<file path="src/rtl/refsched_pkg.sv">
package refsched_pkg;

    typedef enum logic [2:0] {
        PH_IDLE = 3'd0,
        PH_CAS  = 3'd1,
        PH_ADR  = 3'd2,
        PH_RAS  = 3'd3,
        PH_PRE  = 3'd4
    } phase_e;

    typedef enum logic {
        METH_CBR = 1'b0,
        METH_ROR = 1'b1
    } method_e;

    typedef struct packed {
        logic ras_n;
        logic cas_n;
        logic addr_oe;
    } pins_t;

    function automatic int imax(input int a, input int b);
        return (a > b) ? a : b;
    endfunction

    function automatic int imin(input int a, input int b);
        return (a < b) ? a : b;
    endfunction

    function automatic int interval(input int win_ns, input int rows, input int clk_ns);
        return win_ns / (rows * clk_ns);
    endfunction

    function automatic pins_t pins_of(input phase_e ph, input method_e m);
        pins_t p;
        p = '{ras_n: 1'b1, cas_n: 1'b1, addr_oe: 1'b0};
        unique case (ph)
            PH_CAS: p.cas_n = 1'b0;
            PH_ADR: p.addr_oe = 1'b1;
            PH_RAS: begin
                p.ras_n   = 1'b0;
                p.cas_n   = (m == METH_ROR);
                p.addr_oe = (m == METH_ROR);
            end
            default: ;
        endcase
        return p;
    endfunction

endpackage

</file>
<file path="src/rtl/refsched_timer.sv">
module refsched_timer
    import refsched_pkg::*;
#(
    parameter int INT_CBR = 781,
    parameter int INT_ROR = 390
) (
    input  logic    clk,
    input  logic    rst,
    input  method_e meth,
    output logic    tick
);
    localparam int CW = $clog2(imax(INT_CBR, INT_ROR) + 1);
    localparam logic [CW-1:0] LAST_CBR = CW'(INT_CBR - 1);
    localparam logic [CW-1:0] LAST_ROR = CW'(INT_ROR - 1);

    logic [CW-1:0] cnt;
    logic [CW-1:0] last;

    // Compare with >= so a switch to the shorter interval cannot overrun
    assign last = (meth == METH_ROR) ? LAST_ROR : LAST_CBR;
    assign tick = (cnt >= last);

    always_ff @(posedge clk) begin
        if (rst)       cnt <= '0;
        else if (tick) cnt <= '0;
        else           cnt <= cnt + 1'b1;
    end
endmodule

</file>
<file path="src/rtl/refsched_backlog.sv">
module refsched_backlog #(
    parameter int BW = 3
) (
    input  logic          clk,
    input  logic          rst,
    input  logic          tick,
    input  logic          done,
    output logic [BW-1:0] count,
    output logic          req,
    output logic          urgent
);
    localparam logic [BW-1:0] FULL = '1;

    always_ff @(posedge clk) begin
        if (rst) begin
            count <= '0;
        end else begin
            unique case ({tick, done})
                2'b10:   if (count != FULL) count <= count + 1'b1;
                2'b01:   if (count != '0)   count <= count - 1'b1;
                default: ;
            endcase
        end
    end

    assign req    = (count != '0);
    assign urgent = (count == FULL);
endmodule

</file>
<file path="src/rtl/refsched_fsm.sv">
module refsched_fsm
    import refsched_pkg::*;
#(
    parameter int CSR_CYC = 1,
    parameter int ASR_CYC = 1,
    parameter int RAS_CYC = 3,
    parameter int PRE_CYC = 2
) (
    input  logic    clk,
    input  logic    rst,
    input  logic    req,
    input  logic    gnt,
    input  method_e meth,
    output pins_t   pins,
    output logic    done,
    output logic    ror_done
);
    localparam int LONGEST = imax(imax(CSR_CYC, ASR_CYC), imax(RAS_CYC, PRE_CYC));
    localparam int TW = $clog2(LONGEST + 1);

    phase_e        ph;
    method_e       lat;
    logic [TW-1:0] tmr;

    always_ff @(posedge clk) begin
        if (rst) begin
            ph  <= PH_IDLE;
            tmr <= '0;
            lat <= METH_CBR;
        end else begin
            unique case (ph)
                PH_IDLE: begin
                    if (req && gnt) begin
                        lat <= meth;
                        if (meth == METH_ROR) begin
                            ph  <= PH_ADR;
                            tmr <= TW'(ASR_CYC - 1);
                        end else begin
                            ph  <= PH_CAS;
                            tmr <= TW'(CSR_CYC - 1);
                        end
                    end
                end
                PH_CAS, PH_ADR: begin
                    if (tmr == '0) begin
                        ph  <= PH_RAS;
                        tmr <= TW'(RAS_CYC - 1);
                    end else begin
                        tmr <= tmr - 1'b1;
                    end
                end
                PH_RAS: begin
                    if (tmr == '0) begin
                        ph  <= PH_PRE;
                        tmr <= TW'(PRE_CYC - 1);
                    end else begin
                        tmr <= tmr - 1'b1;
                    end
                end
                PH_PRE: begin
                    if (tmr == '0) ph <= PH_IDLE;
                    else           tmr <= tmr - 1'b1;
                end
                default: ph <= PH_IDLE;
            endcase
        end
    end

    assign pins     = pins_of(ph, lat);
    assign done     = (ph == PH_PRE) && (tmr == '0);
    assign ror_done = done && (lat == METH_ROR);
endmodule

</file>
<file path="src/rtl/refsched_rowctr.sv">
module refsched_rowctr #(
    parameter int ROW_W = 13
) (
    input  logic             clk,
    input  logic             rst,
    input  logic             adv,
    output logic [ROW_W-1:0] row
);
    always_ff @(posedge clk) begin
        if (rst)      row <= '0;
        else if (adv) row <= row + 1'b1;
    end
endmodule

</file>
<file path="src/rtl/refsched_top.sv">
module refsched_top
    import refsched_pkg::*;
#(
    parameter int CLK_NS    = 20,
    parameter int WIN_NS    = 64_000_000,
    parameter int CBR_ROWS  = 4096,
    parameter int ROR_ROWS  = 8192,
    parameter int CSR_CYC   = 1,
    parameter int ASR_CYC   = 1,
    parameter int RAS_CYC   = 3,
    parameter int RP_CYC    = 2,
    parameter int RC_CYC    = 5,
    parameter int ROW_W     = 13,
    parameter int BACKLOG_W = 3
) (
    input  logic                 clk,
    input  logic                 rst,
    input  logic                 mode_i,
    input  logic                 ref_gnt_i,
    output logic                 ref_req_o,
    output logic                 ref_urgent_o,
    output logic                 ref_done_o,
    output logic [BACKLOG_W-1:0] pending_o,
    output logic                 ras_n_o,
    output logic                 cas_n_o,
    output logic                 addr_oe_o,
    output logic [ROW_W-1:0]     addr_o
);
    localparam int INT_CBR = interval(WIN_NS, CBR_ROWS, CLK_NS);
    localparam int INT_ROR = interval(WIN_NS, ROR_ROWS, CLK_NS);
    localparam int PRE_CYC = imax(RP_CYC, RC_CYC - RAS_CYC - imin(CSR_CYC, ASR_CYC));

    method_e          meth;
    logic             tick;
    logic             done;
    logic             ror_done;
    pins_t            pins;
    logic [ROW_W-1:0] row;

    assign meth = method_e'(mode_i);

    refsched_timer #(.INT_CBR(INT_CBR), .INT_ROR(INT_ROR)) u_timer (
        .clk(clk), .rst(rst), .meth(meth), .tick(tick)
    );

    refsched_backlog #(.BW(BACKLOG_W)) u_backlog (
        .clk(clk), .rst(rst), .tick(tick), .done(done),
        .count(pending_o), .req(ref_req_o), .urgent(ref_urgent_o)
    );

    refsched_fsm #(
        .CSR_CYC(CSR_CYC), .ASR_CYC(ASR_CYC), .RAS_CYC(RAS_CYC), .PRE_CYC(PRE_CYC)
    ) u_fsm (
        .clk(clk), .rst(rst), .req(ref_req_o), .gnt(ref_gnt_i), .meth(meth),
        .pins(pins), .done(done), .ror_done(ror_done)
    );

    refsched_rowctr #(.ROW_W(ROW_W)) u_row (
        .clk(clk), .rst(rst), .adv(ror_done), .row(row)
    );

    assign ref_done_o = done;
    assign ras_n_o    = pins.ras_n;
    assign cas_n_o    = pins.cas_n;
    assign addr_oe_o  = pins.addr_oe;
    assign addr_o     = pins.addr_oe ? row : '0;
endmodule

</file>
<file path="config.mk">
export PLATFORM = sky130hd
export DESIGN_NAME = refsched_top
export DESIGN_NICKNAME = d
export VERILOG_FILES = /design/src/rtl/refsched_pkg.sv /design/src/rtl/refsched_timer.sv /design/src/rtl/refsched_backlog.sv /design/src/rtl/refsched_fsm.sv /design/src/rtl/refsched_rowctr.sv /design/src/rtl/refsched_top.sv
export SDC_FILE = /design/constraint.sdc
export NUM_CORES = 1
export LEC_CHECK = 0
export CAP_MARGIN = 25
export CORE_MARGIN = 8
export CORE_UTILIZATION = 50
export DETAILED_ROUTE_END_ITERATION = 12
export PLACE_DENSITY = 0.79
export SLEW_MARGIN = 10
export SYNTH_ARGS = -nofsm -noshare
export SYNTH_HDL_FRONTEND = slang
export SYNTH_SLANG_ARGS = --single-unit
</file>
<file path="constraint.sdc">
create_clock -name clk -period 8.66 [get_ports clk]
set_input_delay 2.598 -clock clk [delete_from_list [all_inputs] [get_ports clk]]
set_output_delay 2.598 -clock clk [all_outputs]
set_load 0.005 [all_outputs]
</file>
---- Word level (Yosys, flattened, before mapping) ----
Index checks and enable logic that the tools add are counted.
cells by class
  add/subtract/negate cells ............... 5
  magnitude comparators ................... 1
  equal/unequal tests ..................... 15
  mux-type cells .......................... 19
  reduce and logical (&&, ||, !) cells .... 14
operators by type and width
  kind                                                                      count
  3-bit 2-to-1 mux                                                          6
  13-bit by 1-bit adder with 13-bit output (second input constant)          1
  13-bit 2-to-1 mux                                                         1
  2-bit by 1-bit inequality test with 1-bit output (second input constant)  6
  3-bit case mux with 4 select lines                                        1
  10-bit by 1-bit adder with 10-bit output (second input constant)          1
  10-bit >= comparator                                                      1
  10-bit 2-to-1 mux                                                         1
  2-bit 2-to-1 mux                                                          5
  2-bit case mux with 4 select lines                                        1
  3-bit by 2-bit == test with 1-bit output (second input constant)          2
  3-bit == test (second input constant)                                     2
  3-bit case mux with 2 select lines                                        1
  3-bit AND reduction                                                       2
  1-bit case mux with 2 select lines                                        2
  4-bit AND reduction                                                       1
  4-bit nonzero test                                                        1
  2-bit OR reduction                                                        2
  3-bit by 1-bit adder with 3-bit output (second input constant)            1
  3-bit by 1-bit == test with 1-bit output (second input constant)          1
  1-bit logical AND                                                         3
  3-bit logical NOT                                                         1
  3-bit inequality test (second input constant)                             1
  3-bit nonzero test                                                        1
  9 further kinds                                                           9
word-level totals
  flip-flop bits (word level) ............. 32
  bits of input ports ..................... 4
  output and inout bits ................... 22
  word-level logic and storage cells ...... 60

---- Longest topological paths before layout ----
Gate-level depths: netlist of run 1.
  word-level depth ........................ 5
  gate-level depth with buffers ........... 12
  gate-level depth less buffers ........... 12

---- Hierarchy ----
Synthesis of run 1 repeated with hierarchy kept, for this count alone.
second synthesis, totals
  cell total of the unflattened synthesis .. 233
  area total of the unflattened synthesis .. 1991.9 sq um
by module, submodules not included
  module            instances  cells each  area an instance (sq um)  sequential area each (sq um)
  refsched_rowctr   1          64          585.6                     260.2
  refsched_timer    1          61          578.1                     200.2
  refsched_fsm      1          61          471.7                     120.1
  refsched_backlog  1          33          252.7                     60.1
  refsched_top      1          14          103.8                     0.0

---- Least setup slack after synthesis of run 1 ----
OpenSTA, ideal clock, no wires.
  path kind ............................... input -> register
  start ................................... in mode_i
  end ..................................... reg u_backlog.count[2]
  setup time .............................. 0.128 ns
  arrival time ............................ 4.675 ns
  required time ........................... 8.532 ns
  setup slack ............................. 3.857 ns
  stages .................................. 11
  path through ............................ ha_1 nor3b_1 o211ai_1 nand2_1 ha_1 inv_1 fa_1 xor2_1 a2111oi_0 xnor2_1 nor2_1
on the way
  longest elaborated chain between the ends .. 5
ends and longest elaborated chain
  item                                                                                                            RTL line                text
  start, declared                                                                                                 refsched_top.sv:18      input logic mode_i,
  10-bit 2-to-1 mux *                                                                                             refsched_timer.sv:20    assign last = (meth == METH_ROR) ? LAST_ROR : LAST_CBR;
  10-bit >= comparator *                                                                                          refsched_timer.sv:21    assign tick = (cnt >= last);
  2-bit by 1-bit == test with 1-bit output / 2-bit == test (equally long branches)                                refsched_backlog.sv:18  unique case ({tick, done})
  2-bit by 1-bit inequality test with 1-bit output (no source line) / 2-bit nonzero test (equally long branches)  --
  3-bit AND reduction (no source line)                                                                            --
  end signal, assigned                                                                                            refsched_backlog.sv:19  2'b10: if (count != FULL) count <= count + 1'b1;
  end signal, assigned                                                                                            refsched_backlog.sv:20  2'b01: if (count != '0) count <= count - 1'b1;
  end, declared                                                                                                   refsched_backlog.sv:8   output logic [BW-1:0] count,
Every way passes the cells marked *; elsewhere a longest branch is shown, timed or not.
A chain may end at the register's enable or synchronous reset.

---- Worst setup path after layout of run 1 ----
Same ends and word-level chain as after synthesis.

==> results of run 1 <==
[sequential cells by signal, summed over array words and instances, names as in the netlist]
name,count
u_fsm.tmr,2
u_timer.cnt,10
u_fsm.lat,1
u_row.row,13
u_fsm.ph,3
u_backlog.count,3
[final cells by class]
class	count	area, um2
clock buffers	8	90.09
fillers	333	1405
flip-flops and latches	32	640.6
repair buffers	26	255.2
multi-input cells	166	1127
well taps	48	60.06
inverters	14	55.05
[worst paths after layout]
path	startpoint	endpoint	slack, ns	cells past startpoint
min	u_row.row[12]$_SDFFE_PP0P_	u_row.row[12]$_SDFFE_PP0P_	0.48	2
max reg2reg	u_timer.cnt[0]$_SDFF_PP0_	u_backlog.count[2]$_SDFFE_PP0P_	5.75	12
max	mode_i	u_backlog.count[2]$_SDFFE_PP0P_	3.28	13
min reg2reg	u_row.row[12]$_SDFFE_PP0P_	u_row.row[12]$_SDFFE_PP0P_	0.48	2
[logic make-up after synthesis]
family | share of synthesized area, %
AND/OR/NAND/NOR | 28.95
AO/OA/AOI/OAI | 13.94
flip-flops | 34.32
buffers and inverters | 5.295
XOR/XNOR | 7.976
adder cells (fa/ha/maj) | 8.445
multiplexers | 1.072
[where the power goes]
group | leakage, nW | switching [W] | total [W] | internal (W)
registers | 0.258 | 0.00000154 | 0.000150 | 0.000148
clock network | 0.0455 | 0.0000520 | 0.000117 | 0.0000647
logic | 0.514 | 0.00000503 | 0.00000865 | 0.00000362
total | 0.818 | 0.0000585 | 0.000275 | 0.000217
[per-stage QoR]
step           hold slack (ns)  util, %  cell area, um2
2_1_floorplan           0.4409        -            1867
3_3_place_gp            0.4615    58.71            2133
3_5_place_dp            0.4665    58.85            2138
4_1_cts                 0.4793    61.33            2228
5_1_grt                 0.5054    61.33            2228
6_report                0.4774    61.33            2228
[routing by layer]
metal | wire length (um) | track usage, %
met5 | 0 | 0
met4 | 61 | 5.849
met3 | 188 | 5.361
met2 | 1785 | 22.18
met1 | 1708 | 14.09
[cells in the final DEF, fill, tap and decap left out, drive strengths merged, types with 3 or more instances in the layout]
cell / count
dfxtp: 32
nor2: 27
clkdlybuf4s50: 25
and2: 14
inv: 14
a21oi: 12
nand2: 11
ha: 11
nand3: 11
xnor2: 9
xor2: 8
clkbuf: 8
o21ai: 6
or3: 6
nor3: 5
and3: 5
nand4: 5
a211oi: 3
[critical path: stages]
cell and delay (ns):
clkdlybuf4s50_1 0.55, inv_1 0.10, ha_1 0.30, o211ai_1 0.18
nand2b_1 0.09, nand2_1 0.09, ha_1 0.25, inv_1 0.07
fa_1 0.37, xor2_1 0.15, a2111oi_0 0.54, xnor2_1 0.18
nor2_1 0.05
==> results.json, run 1 <==
{
  "status": "completed",
  "setup_viol": 0,
  "critPathRequiredTime_ns": 8.80,
  "worst_pin_slew_ns": 0.8583,
  "ctsHoldBuffers": 0,
  "power_density_nw_per_um2": 123.6,
  "synth_cell_types": 44,
  "fin_skew_ns": 0.002977,
  "fin_nets": 261,
  "avgSynthCellArea_um2": 8.447,
  "die_w_um": 77.11,
  "place_inst": 286,
  "ys.flop_type": "dfxtp_1",
  "synthCells": 221,
  "clkTransAtPathRegs_ns": 0.06,
  "ys_async_sr_fraction_pct": 0,
  "diodes": 0,
  "finalMaxSlewViolations": 0,
  "antenna_found_initial": 0,
  "synth_edf_count": 0,
  "critPathArrivalTime_ns": 5.52,
  "final.setup.tns_ns": 0,
  "vias_per_cell": 5.265,
  "clock-sinks": 32,
  "rsz0062_at_grt": "false",
  "peakVddDrop_uv": 90.06,
  "rows": 22,
  "ctsRootBufferMaster": "clkbuf_8",
  "fin_total_pwr_w": 0.0002753,
  "totalWireLength_um": 3744,
  "finalCritPeriodShare_pct": 62.11,
  "startpoint_type": "input port",
  "netlist_top_cells_area": "dfxtp_1 (34%), ha_1 (7.4%), nor2_1 (5.2%), and2_1 (4.7%), xnor2_1 (4.2%)",
  "wl_per_cell_um": 12.73,
  "p_leak_nw": 0.8178,
  "synth_top_area_share_pct": 34.32,
  "grt_max_degree": 24,
  "synthesis.area_um2": 1867,
  "ios": 26,
  "setup_ws_ns": 3.281,
  "place_ws_ns": 3.011,
  "start_util_pct": 51.38,
  "detail_route.first_pass.iterations": 4,
  "yosysMostFrequentCell": "dfxtp_1",
  "crit_type": "in2reg",
  "drtAntennaViolNets": 0,
  "grt_pass1_wl_um": 6568,
  "via_count": 1548,
  "drt_iter0_drc": 96,
  "grtUsageTotal_pct": 13.15,
  "cts_resized": 0,
  "worstSetupEndpointType": "flip-flop",
  "port_buffers": 25,
  "h-tree-depth": 2,
  "clk-insertion-delay-late_ns": 0.28,
  "ys_seq_elements": 32,
  "hold_viol": 0,
  "dp_hpwl_um": 2764,
  "final_cells": 294,
  "min_path_type": "reg2reg",
  "cts_buffer_depth": 2,
  "drv_cap": 0,
  "min_period_ns": 5.379,
  "drive_above_1_share_pct": 5.285,
  "worstPathMaxFanout": 5,
  "syn-num-nets": 237,
  "gp_congestion": 0.7853,
  "yosys_warnings": 0,
  "core_region_area_um2": 3633,
  "cts_tree": "built",
  "grt_pass1_vias": 1520,
  "route.detailed.drc": 0,
  "postCtsSetupRepairBufs": 0,
  "grt_overflow": 0,
  "area_delta_synth_final_pct": 19.37,
  "slew-limit-headroom_pct": 42.60,
  "synth_common_cells": "dfxtp_1 (32), nor2_1 (26), and2_1 (14)",
  "die_h_um": 77.11,
  "max_freq_mhz": 185.9,
  "dieArea_um2": 5945,
  "synth_seq_area_share_pct": 34.32,
  "cts_made_buffers": 5,
  "yosysTopAreaCell": "dfxtp_1"
}
Power figures use the tool's default switching activity.
==> run 2, diff against run 1 <==
==> constraint.sdc (replaced) <==
create_clock -name clk -period 5.4 [get_ports clk]
set_input_delay 1.62 -clock clk [delete_from_list [all_inputs] [get_ports clk]]
set_output_delay 1.62 -clock clk [all_outputs]
set_load 0.005 [all_outputs]
==> results.json, run 2 (same netlist as run 1, synthesis figures left out) <==
{
  "status": "completed",
  "core_region_area_um2": 3633,
  "rows": 22,
  "setup_ws_ns": 0.9889,
  "die_h_um": 77.11,
  "peakVddDrop_uv": 145.1,
  "worstPathMaxFanout": 5,
  "cts_tree": "built",
  "final.setup.tns_ns": 0,
  "worstSetupEndpointType": "flip-flop",
  "finalCritPeriodShare_pct": 81.69,
  "die_w_um": 77.11,
  "crit_slowest_cell": "clkdlybuf4s50_1",
  "cp_cell_sequence": "clkdlybuf4s50_1, inv_1, ha_1, o211ai_1, nand2b_1, nand2_1, ha_1, inv_1, fa_1, xor2_1, a2111oi_0, xnor2_1, nor2_1",
  "totalWireLength_um": 3729,
  "postCtsSetupRepairBufs": 0,
  "area_delta_synth_final_pct": 19.50,
  "wl_met3_um": 212,
  "drtAntennaViolNets": 0,
  "antenna_found_initial": 0,
  "clkTransAtPathRegs_ns": 0.06,
  "clk-insertion-delay-late_ns": 0.28,
  "wl_per_cell_um": 12.68,
  "drive_above_1_share_pct": 5.285,
  "detail_route.first_pass.iterations": 4,
  "clock-sinks": 32,
  "slew-limit-headroom_pct": 41.67,
  "start_util_pct": 51.38,
  "grtUsageTotal_pct": 13.21,
  "cts_resized": 0,
  "wl_met2_um": 1738,
  "grt_pass1_vias": 1468,
  "critPathArrivalTime_ns": 4.55,
  "cts_buffer_depth": 2,
  "critPathRequiredTime_ns": 5.54,
  "place_ws_ns": 0.7402,
  "ctsHoldBuffers": 0,
  "p_leak_nw": 0.8177,
  "drv_cap": 0,
  "mostFrequentLayoutCell": "dfxtp_1",
  "diodes": 0,
  "nFillCells": 335,
  "startpoint_type": "input port",
  "port_buffers": 25,
  "h-tree-depth": 2,
  "max_freq_mhz": 226.7,
  "min_path_type": "reg2reg",
  "dp_hpwl_um": 2720,
  "ctsRootBufferMaster": "clkbuf_8",
  "grt_pass1_wl_um": 6582,
  "worst_pin_slew_ns": 0.8722,
  "slowest_delay_ns": 0.55,
  "dieArea_um2": 5945,
  "regMostFlops": "u_row.row",
  "fin_nets": 261,
  "finalMaxSlewViolations": 0,
  "reg.largest.list": "u_row.row (13), u_timer.cnt (10)",
  "crit_type": "in2reg",
  "drt_iter0_drc": 107,
  "setup_viol": 0,
  "final_cell_mix": "dfxtp_1 (32), nor2_1 (26), clkdlybuf4s50_1 (25)",
  "gp_congestion": 0.7879,
  "hold_viol": 0,
  "met1_length_um": 1721,
  "cts_made_buffers": 5,
  "rsz0062_at_grt": "false",
  "vias_per_cell": 5.248,
  "route.detailed.drc": 0,
  "via_count": 1543,
  "min_period_ns": 4.411,
  "grt_overflow": 0,
  "fin_skew_ns": 0.001994,
  "maxUsedRoutingLayer": "met4",
  "largest_register_ffs": 13,
  "ios": 26,
  "grt_max_degree": 24,
  "power_density_nw_per_um2": 199.0
}
==> run 2: cell counts in the layout (fill, tap and decap cells not counted) <==
Identical to the previous run, type by type.
==> run 2: worst paths after layout <==
path,start,depth (start not counted),to,slack [ns]
worst max register to register,u_timer.cnt[0]$_SDFF_PP0_,12,u_backlog.count[2]$_SDFFE_PP0P_,2.44
worst min register to register,u_row.row[12]$_SDFFE_PP0P_,2,u_row.row[12]$_SDFFE_PP0P_,0.48
worst max-delay path,mode_i,13,u_backlog.count[2]$_SDFFE_PP0P_,0.99
worst min-delay path,u_row.row[12]$_SDFFE_PP0P_,2,u_row.row[12]$_SDFFE_PP0P_,0.48
==> run 2: layer usage <==
layer	track usage [%]	vias to the layer above
li1	-	825
met1	15.20	690
met2	20.90	21
met3	5.594	7
met4	5.660	0
met5	0	-
==> run 2: metrics by stage <==
step | instances | hold slack, ns | utilization [%] | power [W] | cell area [um2]
after detailed placement | 286 | 0.4665 | 58.92 | 0.0002601 | 2141
after global placement | 286 | 0.4613 | 58.92 | 0.0002596 | 2141
after floorplan | 221 | 0.4409 | - | 0.0002545 | 1867
final | 294 | 0.4767 | 61.40 | 0.0004440 | 2231
after CTS | 294 | 0.4795 | 61.40 | 0.0004500 | 2231
after global routing | 294 | 0.5049 | 61.40 | 0.0004638 | 2231
==> run 2: power breakdown <==
part           switching [W]  internal [W]  total [W]
sequential        0.00000246      0.000238   0.000241
combinational     0.00000813    0.00000579  0.0000139
clock              0.0000857      0.000104   0.000190
total              0.0000963      0.000348   0.000444
==> run 2: layout make-up <==
cell class              instances  area (um2)  share of cell area (%)
flip-flops and latches         32       640.6                   28.72
clock buffers                   8       90.09                   4.038
inverters                      14       55.05                   2.468
well taps                      48       60.06                   2.692
repair buffers                 26       257.7                   11.55
multi-input cells             166        1127                   50.53
==> run 2: worst max-delay path, delay by kind of cell <==
family / cells / cell delay (ns)
fa+ha+maj: 3 / 0.92
simple gates: 3 / 0.24
buf+inv: 3 / 0.73
xor+xnor: 2 / 0.33
compound gates: 2 / 0.70
==> run 3, diff against run 2 <==
==> constraint.sdc (replaced) <==
create_clock -name clk -period 4.1 [get_ports clk]
set_input_delay 1.23 -clock clk [delete_from_list [all_inputs] [get_ports clk]]
set_output_delay 1.23 -clock clk [all_outputs]
set_load 0.005 [all_outputs]
==> results.json, run 3 (same netlist as run 1, synthesis figures left out) <==
{
  "setup_viol": 0,
  "clock-sinks": 32,
  "via_count": 1557,
  "drive_above_1_share_pct": 6.452,
  "slew-limit-headroom_pct": 54.60,
  "critPathArrivalTime_ns": 3.94,
  "wl_met2_um": 1738,
  "postCtsSetupRepairBufs": 0,
  "rows": 22,
  "status": "completed",
  "gp_congestion": 0.7745,
  "wl_per_cell_um": 12.47,
  "crit_type": "in2reg",
  "fin_skew_ns": 0.006741,
  "dp_hpwl_um": 2694,
  "peakVddDrop_uv": 188.6,
  "totalWireLength_um": 3691,
  "maxUsedRoutingLayer": "met4",
  "drv_cap": 0,
  "cts_made_buffers": 5,
  "min_period_ns": 3.777,
  "antenna_found_initial": 0,
  "whs_path_depth": 2,
  "crit_path_start": "mode_i",
  "grtUsageTotal_pct": 13.23,
  "hold_viol": 0,
  "reg.largest.list": "u_row.row (13), u_timer.cnt (10)",
  "grt_overflow": 0,
  "cts_tree": "built",
  "start_util_pct": 51.38,
  "critPathRequiredTime_ns": 4.26,
  "dieArea_um2": 5945,
  "diodes": 0,
  "wl_met3_um": 229,
  "route.detailed.drc": 0,
  "power_density_nw_per_um2": 252.1,
  "grt_max_degree": 19,
  "final_cell_mix": "dfxtp_1 (32), nor2_1 (26), clkdlybuf4s50_1 (25)",
  "ctsRootBufferMaster": "clkbuf_8",
  "area_delta_synth_final_pct": 20.04,
  "mostFrequentLayoutCell": "dfxtp_1",
  "cts_resized": 0,
  "vias_per_cell": 5.260,
  "met1_length_um": 1682,
  "whs_ns": 0.4854,
  "fin_total_pwr_w": 0.0005650,
  "port_buffers": 25,
  "ctsHoldBuffers": 0,
  "startpoint_type": "input port",
  "die_w_um": 77.11,
  "worstPathMaxFanout": 5,
  "rsz0062_at_grt": "false",
  "finalMaxSlewViolations": 0,
  "ff2ff_path_depth": 11,
  "detail_route.first_pass.iterations": 4,
  "grt_pass1_wl_um": 6541,
  "h-tree-depth": 2,
  "fin_nets": 264,
  "clkTransAtPathRegs_ns": 0.06,
  "grt_pass1_vias": 1471,
  "worst_pin_slew_ns": 0.6752,
  "largest_register_ffs": 13,
  "min_path_type": "reg2reg",
  "drt_iter0_drc": 91,
  "core_region_area_um2": 3633,
  "max_freq_mhz": 264.8,
  "r2r_start": "u_fsm.tmr[0]$_SDFFE_PP0P_",
  "drtAntennaViolNets": 0,
  "finalCritPeriodShare_pct": 92.11,
  "p_leak_nw": 0.8283,
  "cts_buffer_depth": 2,
  "worstSetupEndpointType": "flip-flop",
  "worstHoldStart": "u_row.row[12]$_SDFFE_PP0P_",
  "clk-insertion-delay-late_ns": 0.29,
  "die_h_um": 77.11,
  "ios": 26,
  "regMostFlops": "u_row.row"
}
[run 3: changes by cell type in the layout (fill, tap and decap cells not counted), sizes merged]
cell    before  now
buf          1    4
clkbuf       8    6
clkinv       0    1
[run 3: through the flow]
stage | std cells | area [um2] | worst slack [ns] | util, % | setup TNS [ns]
6_report | 296 | 2241 | 0.3233 | 61.67 | 0
5_1_grt | 296 | 2241 | 0.1616 | 61.67 | 0
4_1_cts | 296 | 2241 | 0.3099 | 61.67 | 0
3_5_place_dp | 289 | 2163 | -0.004548 | 59.54 | -0.004548
3_3_place_gp | 289 | 2163 | 0.08658 | 59.54 | 0
2_1_floorplan | 221 | 1867 | 0.6651 | - | 0
[run 3: worst max-delay path, stage by stage]
cell	delay, ns
clkdlybuf4s50_1	0.55
inv_1	0.09
ha_1	0.30
o211ai_1	0.18
nand2b_1	0.09
nand2_1	0.09
ha_1	0.16
inv_1	0.05
fa_1	0.37
xor2_1	0.15
a2111oi_0	0.46
xnor2_1	0.17
nor2_1	0.05
[run 3: final timing paths]
path,slack [ns],endpoint
worst max-delay path,0.32,u_backlog.count[2]$_SDFFE_PP0P_
worst min-delay path,0.49,u_row.row[12]$_SDFFE_PP0P_
worst max register to register,1.44,u_backlog.count[2]$_SDFFE_PP0P_
worst min register to register,0.49,u_row.row[12]$_SDFFE_PP0P_
[run 3: final cells by class]
cell class	instances	area, um2
fill	330	1393
multi-input combinational	166	1127
sequential	32	640.6
timing repair buffer	29	280.3
clock inverter	1	5.005
clock buffer	6	72.57
tap	48	60.06
inverter	14	55.05
[run 3: power by group]
part	switching (W)	internal, W	leakage, nW
registers	0.00000316	0.000314	0.258
logic	0.0000107	0.00000880	0.529
clock network	0.000114	0.000115	0.0410
total	0.000128	0.000438	0.828
[run 3: routing by layer]
layer  track usage (%)  up-vias
met2             21.84       23
met5                 0        -
met1             14.50      699
met3             6.410        6
met4             4.340        0
li1                  -      829
